==> config.mk <==
export PLATFORM = sky130hd
export DESIGN_NAME = syn_accum_top
export DESIGN_NICKNAME = d
export VERILOG_FILES = /design/src/rtl/syn_accum_pkg.sv /design/src/rtl/syn_gf2_product.sv /design/src/rtl/syn_group_acc.sv /design/src/rtl/syn_accum_top.sv
export SDC_FILE = /design/constraint.sdc
export NUM_CORES = 1
export LEC_CHECK = 0
export BUFFER_PORTS_ARGS = -buffer_cell sky130_fd_sc_hd__buf_4
export CORE_ASPECT_RATIO = 1.2
export CORE_MARGIN = 2
export CORE_UTILIZATION = 49
export CTS_CLUSTER_SIZE = 25
export DETAILED_ROUTE_END_ITERATION = 8
export HOLD_SLACK_MARGIN = 0.08
export PLACE_DENSITY = 0.84
export SLEW_MARGIN = 20
export SYNTH_ARGS = -nofsm -noshare
export SYNTH_HDL_FRONTEND = slang
export SYNTH_SLANG_ARGS = --single-unit
==> constraint.sdc <==
create_clock -name clk -period 1.8 [get_ports clk]
set_clock_uncertainty 0.15 [all_clocks]
set_input_delay 0.18 -clock clk [delete_from_list [all_inputs] [get_ports clk]]
set_output_delay 0.18 -clock clk [all_outputs]
set_load 0.05 [all_outputs]
==> src/rtl/syn_accum_pkg.sv <==
package syn_accum_pkg;

  // Width of a syndrome field able to hold codes 1..lines
  function automatic int syn_width(input int lines);
    return $clog2(lines + 1);
  endfunction

  // Operation selected for a group register on a clock edge
  typedef enum logic [1:0] {
    OP_HOLD  = 2'd0,
    OP_ACC   = 2'd1,
    OP_CLEAR = 2'd2,
    OP_LOAD  = 2'd3
  } syn_op_e;

endpackage

==> src/rtl/syn_gf2_product.sv <==
module syn_gf2_product #(
  parameter int GROUP_LINES = 8,
  parameter int SYN_W       = 4
) (
  input  logic [GROUP_LINES-1:0] match_vec,
  output logic [SYN_W-1:0]       product
);

  // Column j of the check matrix is the binary value j+1;
  // the GF(2) product is the XOR of the columns of matching lines.
  always_comb begin
    product = '0;
    for (int j = 0; j < GROUP_LINES; j++) begin
      if (match_vec[j]) product = product ^ SYN_W'(j + 1);
    end
  end

endmodule

==> src/rtl/syn_group_acc.sv <==
module syn_group_acc
  import syn_accum_pkg::*;
#(
  parameter int GROUP_LINES = 8,
  parameter int SYN_W       = 4
) (
  input  logic                   clk,
  input  logic                   rst,
  input  syn_op_e                op,
  input  logic [GROUP_LINES-1:0] match_vec,
  output logic [SYN_W-1:0]       syn_q,
  output logic                   err_q
);

  logic [SYN_W-1:0] prod;
  logic [SYN_W-1:0] syn_d;

  syn_gf2_product #(
    .GROUP_LINES(GROUP_LINES),
    .SYN_W      (SYN_W)
  ) prod_i (
    .match_vec(match_vec),
    .product  (prod)
  );

  always_comb begin
    unique case (op)
      OP_ACC:   syn_d = syn_q ^ prod;
      OP_CLEAR: syn_d = '0;
      OP_LOAD:  syn_d = prod;
      default:  syn_d = syn_q;
    endcase
  end

  always_ff @(posedge clk) begin
    if (rst) begin
      syn_q <= '0;
      err_q <= 1'b0;
    end else begin
      syn_q <= syn_d;
      err_q <= |syn_d;
    end
  end


  err_tracks_syn_chk: assert property (@(posedge clk) disable iff (rst)
    err_q == (syn_q != '0));


  idle_hold_chk: assert property (@(posedge clk) disable iff (rst)
    (op == OP_HOLD) |=> ($stable(syn_q) && $stable(err_q)));


  clear_zero_chk: assert property (@(posedge clk) disable iff (rst)
    (op == OP_CLEAR) |=> (syn_q == '0 && !err_q));


  load_fresh_chk: assert property (@(posedge clk) disable iff (rst)
    (op == OP_LOAD) |=> (syn_q == $past(prod)));


  no_match_no_change_chk: assert property (@(posedge clk) disable iff (rst)
    (op == OP_ACC && match_vec == '0) |=> $stable(syn_q));

endmodule

==> src/rtl/syn_accum_top.sv <==
module syn_accum_top
  import syn_accum_pkg::*;
#(
  parameter int NUM_GROUPS  = 4,
  parameter int GROUP_LINES = 8,
  parameter int SYN_W       = syn_width(GROUP_LINES)
) (
  input  logic                              clk,
  input  logic                              rst,
  input  logic                              clear_i,
  input  logic                              acc_en_i,
  input  logic [NUM_GROUPS*GROUP_LINES-1:0] match_i,
  output logic [NUM_GROUPS*SYN_W-1:0]       syndrome_o,
  output logic [NUM_GROUPS-1:0]             err_o
);

  syn_op_e op;

  // Shared decode of the control pair for all groups
  always_comb begin
    unique case ({clear_i, acc_en_i})
      2'b01:   op = OP_ACC;
      2'b10:   op = OP_CLEAR;
      2'b11:   op = OP_LOAD;
      default: op = OP_HOLD;
    endcase
  end

  for (genvar g = 0; g < NUM_GROUPS; g++) begin : g_grp
    syn_group_acc #(
      .GROUP_LINES(GROUP_LINES),
      .SYN_W      (SYN_W)
    ) acc_i (
      .clk      (clk),
      .rst      (rst),
      .op       (op),
      .match_vec(match_i[g*GROUP_LINES +: GROUP_LINES]),
      .syn_q    (syndrome_o[g*SYN_W +: SYN_W]),
      .err_q    (err_o[g])
    );
  end

endmodule

==> summary.txt, run 1 <==
status: completed
Synth Instances: 128
Tcrit/Tclk final: 65.89%
HP Start: match_i[31]
share of post-route cells with drive strength above 1: 35.75%
Initial Util: 51.10%
final hold slack: 100.8 ps
DRC viols: 0
Max stage delay on crit path: 360 ps
worst reg2reg path depth: 3
clock sink count: 20
HP Class: in2reg
Setup Viol. Count Final: 0
Crit path max-delay family: flip-flops
sequential share of the synthesized area: 34.33%
Longest Clk Path Bufs: 2
area of the multi-input gates: 719.4 um2
syn avg cell area: 9.110 um2
hpwl dp: 1.920 mm
Root Driver: clkbuf_4
Yosys reg bits: 20
CTS Buf Count: 3
Die Area: 0.002788 mm2
initial antenna violation count: 0
clock latency on the worst-skew pair: 280 ps
flop2flop setup slack: 660 ps
DIE HEIGHT: 57.44 um
Max Slew Vio Count: 0
wire length on met2: 1.384 mm
num rows: 19
number of I/O pins: 56
Worst Path Buf+Inv: 1
antenna-violating nets left: 0
fmax: 843.2 MHz
slowest CP cell: dfxtp_1
# fillers: 208
WHS Endpoint: g_grp[3].acc_i.syn_q[3]
RR Startpoint: g_grp[1].acc_i.syn_q[1]
Vias: 976
Yosys top cell by area: dfxtp_1
register area: 400.4 um2
final net count: 217
Syn-to-layout area delta: 37.55%
placed insts: 206
MaxCap Viol Count: 0
worst-path maximum fanout: 2
DR top layer: met4
Core Box Area: 0.002282 mm2
Post-Synthesis Cell Area: 0.001166 mm2
synth top area cells: dfxtp_1 34%, xnor2_1 25%, xor2_1 8.3%
Worst-path clk slew: 100 ps
Max VDD drop: 0.4776 mV
CP Capture Type: output port
reg-to-reg endpoint: g_grp[1].acc_i.err_q
Synthesized Nets: 164
cts repair resizes: 0
Leakage: 0.7101 nW
Die X-Extent: 48.54 um
kind of critical path: reg2out
WL met3: 108 um
startpoint types: flip-flop
level count of the clock H-tree: 1
IO Port Bufs: 55
WP data required: 1470 ps
critical-path cell list: buf_4
Final Wtd Congestion: 0.7679
vias in the first global route: 1014
largest net degree at the start of global routing: 21
ant diodes: 0
RSZ-0062 raised after global routing: no
total iterations of the first detailed-routing run: 4
Hold Path Depth: 4
Final Critical Period: 1186 ps
Max-slew headroom: 83.33%
Hold Fails Final Rpt: 0
final setup TNS: 0 ps
arrival time worst endpoint: 860 ps
final std cells w/o fill: 210
wl on met1: 807 um
PD cells: 813.0 mW/mm2
Syn. warnings: 0
Detailed Route Iter0 Violations: 16
top cell type's share of synthesized area: 34.33%
DRT Wirelength: 2.348 mm
Netlist cell types: 14
Avg Vias per Cell: 4.648
worst slew pin tran: 248.3 ps
wire length of the first global-routing pass: 4.036 mm
GR Overflow Total: 0
wire per inst: 11.18 um
Total GRT Usage: 18.40%
CTS tree: built
[cells in the mapped netlist]
| master | instances |
|---|---|
| a41oi_1 | 3 |
| a41oi_2 | 1 |
| and2b_1 | 1 |
| buf_2 | 1 |
| buf_4 | 4 |
| clkbuf_1 | 3 |
| dfxtp_1 | 20 |
| nand2_1 | 15 |
| nand2b_1 | 15 |
| nor2_1 | 16 |
| nor2b_2 | 1 |
| xnor2_1 | 33 |
| xnor2_2 | 4 |
| xor2_1 | 11 |
[through the flow]
step	util [%]	setup slack, ps	instance area [um2]	power, W
3_3_place_gp	68.86	454.0	1572	0.001104
5_1_grt	70.29	574.1	1604	0.001375
3_5_place_dp	68.86	376.6	1572	0.001116
2_1_floorplan	-	432.8	1166	0.0009511
4_1_cts	70.29	601.6	1604	0.001321
6_report	70.29	614.1	1604	0.001304
[metal layers]
metal,up-vias,GRT usage [%]
met4,0,7.347
met1,451,16.92
li1,495,-
met3,4,2.356
met5,-,0
met2,26,39.68
[how the worst max path moves through the flow]
stage                            start                    to  slack [ps]  cells after the start
2_1_floorplan  g_grp[1].acc_i.syn_q[3]  g_grp[1].acc_i.err_q         430                      3
4_1_cts        g_grp[1].acc_i.syn_q[0]         syndrome_o[4]         600                      1
5_1_grt        g_grp[3].acc_i.syn_q[2]        syndrome_o[14]         570                      1
3_5_place_dp               match_i[12]  g_grp[1].acc_i.err_q         380                      6
6_report       g_grp[1].acc_i.syn_q[0]         syndrome_o[4]         610                      1
3_3_place_gp               match_i[10]  g_grp[1].acc_i.err_q         450                      6
[worst register-to-register path, delay by kind of cell, from the launching register on]
| family | cells | cell delay (ps) |
|---|---|---|
| flip-flops | 1 | 330 |
| XOR/XNOR | 1 | 250 |
| AND/OR/NAND/NOR | 1 | 160 |
| AO/OA/AOI/OAI | 1 | 140 |
[area by class of cell]
| type | count | area share (%) |
|---|---|---|
| clock buffers | 3 | 1.404 |
| multi-input cells | 100 | 44.85 |
| flip-flops and latches | 20 | 24.96 |
| well taps | 31 | 2.418 |
| repair buffers | 56 | 26.37 |
[where the power goes]
part	switching, W	leakage (nW)	total (W)	internal (W)
sequential	0.0000234	0.165	0.000517	0.000493
combinational	0.000340	0.531	0.000585	0.000245
clock	0.000124	0.0138	0.000202	0.0000776
total	0.000488	0.710	0.00130	0.000816
[sequential cells by signal (all words and copies together) (netlist names)]
register           cells
g_grp.acc_i.err_q      4
g_grp.acc_i.syn_q     16
[layout by cell type (no fill, tap or decap)]
cell type and instances:
a41oi_1 3, a41oi_2 1, and2b_1 1, buf_4 55, clkbuf_4 3, dfxtp_1 20, dlygate4sd3_1 1, nand2_1 15
nand2b_1 15, nor2_1 16, nor2b_2 1, xnor2_1 33, xnor2_2 4, xor2_1 11
[logic make-up after synthesis]
kind of cell              synth area share (%)
and+or+nand+nor                          19.42
DFF                                      34.33
AOI/OAI and AO/OA                        3.649
xor gates and xnor gates                 38.63
buffers and inverters                    3.970
[timing repair]
action	in CTS	in global routing
buffers inserted	0	0
hold buffers	1	0
hold endpoints to repair	20	0
No activity file was read; power rests on OpenSTA's default activity.
==> run 2, diff against run 1 <==
--- a/config.mk
+++ b/config.mk
@@ -8,11 +8,11 @@
 export BUFFER_PORTS_ARGS = -buffer_cell sky130_fd_sc_hd__buf_4
 export CORE_ASPECT_RATIO = 1.2
 export CORE_MARGIN = 2
-export CORE_UTILIZATION = 49
+export CORE_UTILIZATION = 45
 export CTS_CLUSTER_SIZE = 25
 export DETAILED_ROUTE_END_ITERATION = 8
 export HOLD_SLACK_MARGIN = 0.08
-export PLACE_DENSITY = 0.84
+export PLACE_DENSITY = 0.78
 export SLEW_MARGIN = 20
 export SYNTH_ARGS = -nofsm -noshare
 export SYNTH_HDL_FRONTEND = slang
==> constraint.sdc (replaced) <==
create_clock -name clk -period 1.2 [get_ports clk]
set_clock_uncertainty 0.15 [all_clocks]
set_input_delay 0.12 -clock clk [delete_from_list [all_inputs] [get_ports clk]]
set_output_delay 0.12 -clock clk [all_outputs]
set_load 0.05 [all_outputs]
==> summary.txt, run 2 (same netlist as run 1, synthesis figures left out) <==
Longest Clk Path Bufs: 2
worst-path maximum fanout: 2
placed inst area: 0.001594 mm2
Tot Pwr: 0.001978 W
Final Wtd Congestion: 0.7878
level count of the clock H-tree: 1
startpoint types: primary input
status: completed
clock sink count: 20
GR Overflow Total: 0
Final Instance Area: 0.001667 mm2
HP Class: in2reg
initial antenna violation count: 0
power share of the clock group: 15.3%
CP Capture Type: flip-flop
CTS Buf Count: 3
Avg Vias per Cell: 4.611
max FFs per register: 16
largest reg by FF count: g_grp.acc_i.syn_q
Die Area: 0.003016 mm2
WP data required: 1220 ps
num rows: 20
Max-slew headroom: 82.39%
DRC viols: 0
IO Port Bufs: 55
Sw Ratio: 37.12%
top flop regs: g_grp.acc_i.syn_q: 16 flops, g_grp.acc_i.err_q: 4 flops
ant diodes: 0
wire length of the first global-routing pass: 4.057 mm
number of I/O pins: 56
Detailed Route Iter0 Violations: 2
DIE HEIGHT: 59.77 um
Vias: 996
P_sw: 0.0007342 W
RSZ-0062 raised after global routing: no
total iterations of the first detailed-routing run: 3
Hold Fails Final Rpt: 0
Max VDD drop: 0.6272 mV
CTS tree: built
worst slew pin tran: 262.3 ps
Logic pwr share: 45.0%
Final Critical Period: 1133 ps
wire per inst: 10.88 um
Max Slew Vio Count: 0
Total GRT Usage: 17.58%
most common cell after layout, fill and taps aside: buf_4
share of post-route cells with drive strength above 1: 43.72%
kind of critical path: in2reg
MaxCap Viol Count: 0
Die X-Extent: 50.47 um
Setup Viol. Count Final: 0
Core Box Area: 0.002502 mm2
cts repair resizes: 0
Leakage: 0.7328 nW
Root Driver: clkbuf_4
internal power: 0.001244 W
fmax: 883.0 MHz
hpwl dp: 1.853 mm
Tcrit/Tclk final: 94.38%
clock latency on the worst-skew pair: 280 ps
Worst-path clk slew: 100 ps
most frequent cells in the layout: 55 x buf_4, 33 x xnor2_1, 16 x nor2_1, 16 x dfxtp_2
PD cells: 1187 mW/mm2
sequential share of power: 39.7%
arrival time worst endpoint: 1150 ps
vias in the first global route: 1033
Syn-to-layout area delta: 42.92%
antenna-violating nets left: 0
Initial Util: 46.60%
largest net degree at the start of global routing: 21
DRT Wirelength: 2.350 mm
final net count: 221
-- run 2: cell count changes in the layout (fill, tap and decap cells not counted), sizes merged --
cell,change
dlygate4sd3,+4
-- run 2: per-layer routing --
layer / share of wire, % / vias to the layer above / track usage [%]
met5: 0 / - / 0
met4: 1.4 / 0 / 8.108
met3: 4.8 / 4 / 2.750
met2: 59 / 29 / 35.71
met1: 35 / 463 / 17.11
li1: - / 500 / -
-- run 2: layout make-up --
cell class	instances	area, um2
Tap cell	33	41.29
Multi-Input combinational cell	100	719.4
Sequential cell	20	420.4
Fill cell	238	835.8
Timing Repair Buffer	60	462.9
Clock buffer	3	22.52
-- run 2: timing repair --
item / 4_1_cts / 5_1_grt
endpoints found under the hold margin: 20 / 0
hold buffers: 5 / 0
buffers inserted: 0 / 0
-- run 2: critical path, stage by stage --
cell	delay, ps
dlygate4sd3_1	530
buf_4	100
nand2_1	50
xnor2_1	220
a41oi_2	130
-- run 2: per-stage QoR --
step                std cells  TNS (ps)  hold WS (ps)  utilization (%)  setup slack (ps)
floorplan                 128   -0.1418         191.9                -           -0.1418
global placement          208    -322.1         300.6            63.70            -110.9
detailed placement        208    -571.9         304.0            63.70            -131.9
CTS                       216         0         121.2            66.60             57.76
global route              216         0         150.8            66.60             2.798
finish                    216         0         126.9            66.60             67.44
-- run 2: final timing paths --
check | end | slack (ps) | startpoint | cells after the start
min reg2reg | g_grp[2].acc_i.syn_q[3] | 450 | g_grp[2].acc_i.syn_q[3] | 3
max reg2reg | g_grp[1].acc_i.err_q | 80 | g_grp[1].acc_i.syn_q[1] | 3
min | g_grp[3].acc_i.syn_q[1] | 130 | acc_en_i | 4
max | g_grp[1].acc_i.err_q | 70 | match_i[15] | 5
-- run 2: power by group through the flow --
stage | Sequential, W | Clock (W) | Combinational (W)
after floorplan | 0.000987 | 0 | 0.000453
after global placement | 0.000798 | 0 | 0.000871
after detailed placement | 0.000802 | 0 | 0.000884
after CTS | 0.000787 | 0.000322 | 0.000898
after global routing | 0.000796 | 0.000349 | 0.000955
final | 0.000785 | 0.000303 | 0.000889
